`config.mk`:
```
export PLATFORM = sky130hd
export DESIGN_NAME = serial_tx_framer
export DESIGN_NICKNAME = d
export VERILOG_FILES = /design/src/rtl/stx_pkg.sv /design/src/rtl/stx_parity.sv /design/src/rtl/stx_bit_timer.sv /design/src/rtl/serial_tx_framer.sv
export SDC_FILE = /design/constraint.sdc
export NUM_CORES = 1
export LEC_CHECK = 0
export ABC_AREA = 0
export BUFFER_PORTS_ARGS = -buffer_cell sky130_fd_sc_hd__clkbuf_2
export CAP_MARGIN = 20
export CORE_MARGIN = 5
export CORE_UTILIZATION = 55
export CTS_CLUSTER_DIAMETER = 80
export DETAILED_ROUTE_END_ITERATION = 16
export PLACE_DENSITY = 0.78
export SLEW_MARGIN = 5
export SYNTH_ARGS = -nofsm -noshare
export SYNTH_HDL_FRONTEND = slang
export SYNTH_SLANG_ARGS = --single-unit
export TNS_END_PERCENT = 30
```
`constraint.sdc`:
```
create_clock -name clk -period 2.3 [get_ports clk]
set_input_delay 0.46 -clock clk [delete_from_list [all_inputs] [get_ports clk]]
set_output_delay 0.46 -clock clk [all_outputs]
set_load 0.1 [all_outputs]
```
`src/rtl/stx_pkg.sv`:
```
package stx_pkg;

    // Line control word, most significant field first
    typedef struct packed {
        logic       div_sel;    // accepted, no effect
        logic       brk_on;     // force line low
        logic       par_stick;  // constant parity bit
        logic       par_even;   // even parity / stick value select
        logic       par_on;     // parity bit present
        logic       stop_long;  // 1.5 or 2 stop bits
        logic [1:0] wlen;       // 5..8 data bits
    } fmt_t;

    typedef enum logic [2:0] {
        PH_IDLE  = 3'd0,
        PH_START = 3'd1,
        PH_DATA  = 3'd2,
        PH_PAR   = 3'd3,
        PH_STOP  = 3'd4
    } phase_t;

    function automatic logic [3:0] data_bits(input logic [1:0] w);
        return 4'd5 + {2'b00, w};
    endfunction

endpackage

```
`src/rtl/stx_parity.sv`:
```
module stx_parity (
    input  logic          [7:0] data,
    input  stx_pkg::fmt_t       fmt,
    output logic                par_bit
);
    logic [7:0] mask;
    logic       xr;

    always_comb begin
        for (int i = 0; i < 8; i++) begin
            mask[i] = (4'(i) < stx_pkg::data_bits(fmt.wlen));
        end
        xr = ^(data & mask);
        if (fmt.par_stick) begin
            par_bit = ~fmt.par_even;
        end else if (fmt.par_even) begin
            par_bit = xr;
        end else begin
            par_bit = ~xr;
        end
    end
endmodule

```
`src/rtl/stx_bit_timer.sv`:
```
module stx_bit_timer #(
    parameter int CW = 6
) (
    input  logic          clk,
    input  logic          rst_n,
    input  logic          run,
    input  logic          tick,
    input  logic [CW-1:0] last,
    output logic          expire
);
    logic [CW-1:0] cnt_d, cnt_q;

    assign expire = run && tick && (cnt_q == last);

    always_comb begin
        cnt_d = cnt_q;
        if (!run || expire) begin
            cnt_d = '0;
        end else if (tick) begin
            cnt_d = cnt_q + 1'b1;
        end
    end

    always_ff @(posedge clk) begin
        if (!rst_n) cnt_q <= '0;
        else        cnt_q <= cnt_d;
    end


    cnt_bound_chk: assert property (@(posedge clk) disable iff (!rst_n)
        run |-> (cnt_q <= last));
endmodule

```
`src/rtl/serial_tx_framer.sv`:
```
module serial_tx_framer #(
    parameter int TICKS_PER_BIT = 16
) (
    input  logic       clk,
    input  logic       rst_n,
    input  logic       baud_tick,
    input  logic [7:0] lcw,
    input  logic       in_valid,
    input  logic [7:0] in_data,
    output logic       in_ready,
    output logic       txd
);
    import stx_pkg::*;

    localparam int HALF = TICKS_PER_BIT / 2;
    localparam int CW   = $clog2(2 * TICKS_PER_BIT + 1);

    typedef struct packed {
        phase_t     ph;
        logic [7:0] sh;
        logic [2:0] idx;
        fmt_t       fmt;
        logic       par;
    } st_t;

    localparam st_t RST_ST = '{PH_IDLE, 8'h00, 3'd0, fmt_t'(8'h00), 1'b0};

    st_t           q, d;
    fmt_t          fmt_in;
    logic          par_new;
    logic          expire;
    logic [CW-1:0] last;
    logic          line;

    assign fmt_in = fmt_t'(lcw);

    stx_parity u_par (
        .data    (in_data),
        .fmt     (fmt_in),
        .par_bit (par_new)
    );

    always_comb begin
        if (q.ph != PH_STOP || !q.fmt.stop_long) begin
            last = CW'(TICKS_PER_BIT - 1);
        end else if (q.fmt.wlen == 2'b00) begin
            last = CW'(TICKS_PER_BIT + HALF - 1);
        end else begin
            last = CW'(2 * TICKS_PER_BIT - 1);
        end
    end

    stx_bit_timer #(.CW(CW)) u_tmr (
        .clk    (clk),
        .rst_n  (rst_n),
        .run    (q.ph != PH_IDLE),
        .tick   (baud_tick),
        .last   (last),
        .expire (expire)
    );

    always_comb begin
        d = q;
        case (q.ph)
            PH_IDLE: begin
                if (in_valid) begin
                    d.ph  = PH_START;
                    d.sh  = in_data;
                    d.idx = 3'd0;
                    d.fmt = fmt_in;
                    d.par = par_new;
                end
            end
            PH_START: if (expire) d.ph = PH_DATA;
            PH_DATA: begin
                if (expire) begin
                    d.sh = q.sh >> 1;
                    if ({1'b0, q.idx} == data_bits(q.fmt.wlen) - 4'd1) begin
                        d.idx = 3'd0;
                        d.ph  = q.fmt.par_on ? PH_PAR : PH_STOP;
                    end else begin
                        d.idx = q.idx + 3'd1;
                    end
                end
            end
            PH_PAR:  if (expire) d.ph = PH_STOP;
            PH_STOP: if (expire) d.ph = PH_IDLE;
            default: d = RST_ST;
        endcase
    end

    always_ff @(posedge clk) begin
        if (!rst_n) q <= RST_ST;
        else        q <= d;
    end

    always_comb begin
        case (q.ph)
            PH_START: line = 1'b0;
            PH_DATA:  line = q.sh[0];
            PH_PAR:   line = q.par;
            default:  line = 1'b1;
        endcase
    end

    assign in_ready = (q.ph == PH_IDLE);
    assign txd      = line & ~lcw[6];


    take_chk: assert property (@(posedge clk) disable iff (!rst_n)
        (in_valid && in_ready) |=> !in_ready);


    start_low_chk: assert property (@(posedge clk) disable iff (!rst_n)
        $fell(in_ready) |-> !txd);


    stop_high_chk: assert property (@(posedge clk) disable iff (!rst_n)
        $rose(in_ready) |-> ($past(txd) || $past(lcw[6])));


    fmt_hold_chk: assert property (@(posedge clk) disable iff (!rst_n)
        (!in_ready && $past(!in_ready)) |-> $stable(q.fmt));
endmodule

```
# After elaboration in Yosys (flattened, before gate mapping)
# Index checks and enable logic that the tools add are counted.
[totals] register_bits=25 in_bits=20 output_inout_bits=2 word_cells=74
[op_classes] n_addsub=5 n_lt_le_gt_ge=8 n_eq_ne=13 mux=16 n_bitwise=8 n_reduce_logical=16
[ops] op="$pmux W11 S3" count=1
[ops] op="$mux W23" count=1
[ops] op="$mux W3" count=6
[ops] op="$lt A3 B4 Y1 const A" count=4
[ops] op="$pmux W3 S5" count=1
[ops] op="$mux W14" count=1
[ops] op="$pmux W5 S2" count=1
[ops] op="$add A3 B2 Y4 const A" count=2
[ops] op="$and A8 B8 Y8" count=1
[ops] op="$lt A1 B4 Y1 const A" count=2
[ops] op="$lt A2 B4 Y1 const A" count=2
[ops] op="$ne A2 B1 Y1 const B" count=4
[ops] op="$reduce_xor A8 Y1" count=1
[ops] op="$add A6 B1 Y6 const B" count=1
[ops] op="$eq A3 B2 Y1 const B" count=2
[ops] op="$eq A6 B6 Y1" count=1
[ops] op="$mux W6" count=1
[ops] op="$not A1 Y1" count=6
[ops] op="$reduce_and A6 Y1" count=1
[ops] op="$eq A3 B4 Y1" count=1
[ops] op="$mux W4" count=1
[ops] op="$ne A2 B2 Y1 const B" count=2
[ops] op="$reduce_or A4 Y1" count=1
[ops] op="$sub A4 B1 Y4 const B" count=1
[ops] op="17 further kinds" count=21

# Longest topological paths before layout
[depth] depth_word=9 mapped_depth=8 depth_no_buf=6

# Hierarchy
# Synthesis repeated with hierarchy kept, for this count alone.
[hier_totals] hier_cells=186 area_unflattened_um2=1662.8
[by_module_without_submodules] module="serial_tx_framer" n_inst=1 cells_each=133 area_each_um2=1161.1 seq_area_each_um2=380.4
[by_module_without_submodules] module="stx_bit_timer" n_inst=1 cells_each=37 area_each_um2=350.3 seq_area_each_um2=120.1
[by_module_without_submodules] module="stx_parity" n_inst=1 cells_each=16 area_each_um2=151.4 seq_area_each_um2=0.0

# Least setup slack after synthesis
# No wires, ideal clock.
[synth_path] kind="flip-flop to output port" from="register q[22] (netlist bit)" to="output txd" arrival_time_ns=2.145 t_required_ns=1.840 slack_ns=-0.305 stages_incl_launch_ff=5 n_path_buf=2 path_cell_list="dfxtp_1 clkbuf_1 clkbuf_1 a311oi_1 nor2_1"
[synth_between] elab_chain_cells=3 elab_cells_between_ends=5 classes_between="3 x eq/ne; 1 x mux; 1 x bitwise"
[synth_rtl] item="start, declared" line="serial_tx_framer.sv:28" rtl="st_t q, d;"
[synth_rtl] item="start signal, assigned" line="serial_tx_framer.sv:93" rtl="if (!rst_n) q <= RST_ST;"
[synth_rtl] item="start signal, assigned" line="serial_tx_framer.sv:94" rtl="else q <= d;"
[synth_rtl] item="$eq A3 B2 Y1 / $eq A3 B1 Y1 (equally long branches)" line="serial_tx_framer.sv:98" rtl="case (q.ph)"
[synth_rtl] item="$pmux W1 S3 *" line="serial_tx_framer.sv:98"
[synth_rtl] item="$and A1 B1 Y1 *" line="serial_tx_framer.sv:107" rtl="assign txd = line & ~lcw[6];"
[synth_rtl] item="end, declared" line="serial_tx_framer.sv:11" rtl="output logic txd"
# Mark *: on every way between the ends. The rest lies on a longest branch, timed or not.

# Worst setup path after layout
[layout_path] from="register q[20] (netlist bit)" to="output txd"
# Same word-level chain as after synthesis.

==> run summary <==
Post-route ant nets: 0
Critical path's largest stage delay: 510 ps
Wl on met1: 1.47 mm
Cells along the critical path: a21oi_1 -> a311oi_1 -> nor2_2 -> clkbuf_2
Synth Warn #: 0
# diodes: 0
Initial antenna violation count: 0
Setup bufs post-CTS: 0
Highest Signal Layer: met4
Vias in the first global route: 1,261
Slew @ Worst Pin: 545 ps
Gpl congestion: 0.867
Tcrit/Tclk final: 90.7%
Die Width: 60.9 um
Number of vias per cell: 5.85
Mean routed wirelength per cell: 14.0 um
Ys async rst share: 0%
CP required: 1840 ps
Leakage: 0.669 nW
Cell with the most instances after synthesis: dfxtp_1
Met2 WL: 1.43 mm
Met3 WL: 121 um
Syn avg cell area: 8.44 um^2
Core area: 2480 um^2
First-pass GRT wire length: 5.43 mm
GRT Residual Overflow: 0
Post-Route WL: 3.04 mm
Largest net degree at the start of global routing: 21
Status: finished clean
H-tree level count: 1
Sw Ratio: 30.3%
Initial drt markers: 46
Int Pwr: 627 uW
Min cycle time layout: 2090 ps
Data arrival time of the worst path: 1630 ps
Critical path peak fanout: 8
# fillers: 236
CP Class: reg2out
Clock latency on the worst-skew pair: 310 ps
Final core occ: 64.4%
Gr usage total: 19.0%
Setup TNS: 0 ps
Row count: 18
Max-slew violation count: 0
Clk root buf: clkbuf_4
1st-pass router iterations: 4
Synth unique cells: 44
Clk sink count: 25
Final setup viols: 0
Comb pwr share: 25.2%
Die area: 3710 um^2
Synth area leaders: dfxtp_1 35%, a22oi_1 5.8%, nand2_1 5.3%
RSZ-0062 raised after global routing: no
Worst Setup Slack, final: 214 ps
Dominant cell type by area after synthesis: dfxtp_1
#FFs+latches synth: 25
Fmax achieved: 479 MHz
Psw: 272 uW
Slew HR: 63.8%
Final setup skew: 8.18 ps
Max-cap violations: 0
Hpwl dp: 2.28 mm
Post-route DRC: 0
Area growth from synthesis to layout: 11.8%
Total CTS buffers: 3
CTS clk-pin slew, worst paths: 130 ps
Fin nets: 210
Mapped cell area: 1430 um^2
Die Y: 60.9 um
Port buffer count: 20
Clock Power Share: 21.2%
Buf/Inv on CP: 1
Synth top area share: 35.1%
Critical Path Source Type: flop
Final count of hold timing violations: 0
Worst Hold Margin: 469 ps
Share of cells above drive strength 1: 19.3%
Gate Count Post-Synth: 169
Top FF cell, synth: dfxtp_1
Setup slack at placement: 332 ps
Post-synth top cells: 25 x dfxtp_1, 20 x nand2_1, 13 x nor2_1, 11 x a22oi_1
Kind of cell adding the most delay to the critical path: flip-flops
Cell area power density: 563 nW/um^2
Post-synth EDFFs: 0
Detailed-route via count: 1,269
Net Count, Synth: 191
Crit-path slowest cell: dfxtp_1
Setup crit end kind: output port
Clk buf depth: 2
Hold Path Class: in2reg
Initial Util: 57.6%
Register area share after synthesis: 35.1%
Peak supply drop: 0.000451 V
I/O Pins: 22
Sequential Power Share: 53.6%
CTS tree: done
==> tightest hold or removal path, delay by kind of cell <==
family,cells,cell delay [ps]
AO/OA/AOI/OAI,2,130
buffers and inverters,1,90
AND/OR/NAND/NOR,1,80
==> flip-flops by register name, summed over array words and instances (netlist names) <==
name and flops:
q 19, u_tmr.cnt_q 6
==> worst paths after layout <==
check,start,end,slack [ps],depth (start not counted)
worst max-delay path,q[20],txd,210,4
worst min-delay path,lcw[4],q[0],470,4
worst max register to register,u_tmr.cnt_q[3],q[19],310,7
worst min register to register,q[0],q[0],510,2
==> layout by cell type, fill, tap and decap left out, types with 2 or more instances in the layout <==
cell	n
nand2b_1	2
nor2_1	12
o21ai_0	9
nand4_1	4
xor2_1	3
a21oi_1	4
nand3_1	4
o22ai_1	2
nor2b_1	9
dfxtp_2	2
clkbuf_2	19
ha_1	2
nand2_1	20
and2_1	2
a21boi_0	3
buf_4	4
clkbuf_4	3
nor2_2	2
a22oi_1	11
a31oi_1	3
o211a_1	7
dfxtp_1	23
inv_1	5
nand4b_1	2
xnor2_1	8
==> metal layers <==
metal | up-vias | global-route usage (%)
met1 | 593 | 26.2
li1 | 647 | -
met4 | 0 | 7.12
met3 | 2 | 2.34
met5 | - | 0
met2 | 27 | 30.5
==> power by group through the flow <==
stage	clock [mW]	combinational, mW	sequential, mW
after floorplan	0	0.172	0.483
after global placement	0	0.220	0.490
after detailed placement	0	0.225	0.491
after CTS	0.204	0.227	0.482
after global routing	0.227	0.253	0.486
final	0.190	0.226	0.482
==> per-stage QoR <==
step | cells | area [um^2] | total power, mW
2_1_floorplan | 169 | 1430 | 0.654
3_3_place_gp | 213 | 1570 | 0.710
3_5_place_dp | 213 | 1570 | 0.716
4_1_cts | 217 | 1590 | 0.912
5_1_grt | 217 | 1600 | 0.966
6_report | 217 | 1600 | 0.898
==> logic make-up after synthesis <==
logic type / after synthesis / synth area share (%)
buffers and inverters: 15 / 4.56
multiplexers: 1 / 0.702
AND/OR/NAND/NOR: 64 / 22.7
XOR/XNOR: 12 / 8.33
flip-flops: 25 / 35.1
adder cells (fa/ha/maj): 2 / 1.75
AO/OA/AOI/OAI: 50 / 26.8
==> area by class of cell <==
| class | count | area, um^2 | area share [%] |
|---|---|---|---|
| Tap cell | 30 | 37.5 | 2.35 |
| Timing Repair Buffer | 24 | 145 | 9.10 |
| Inverter | 5 | 18.8 | 1.18 |
| Multi-Input combinational cell | 129 | 863 | 54.1 |
| Sequential cell | 25 | 503 | 31.5 |
| Clock buffer | 3 | 22.5 | 1.41 |
| Clock inverter | 1 | 5.00 | 0.314 |
==> repair_timing <==
action / CTS / global route
hold buffers: 0 / 0
resized for setup: 0 / 2
setup endpoints to repair: 0 / 1
Power figures use the tool's default switching activity.
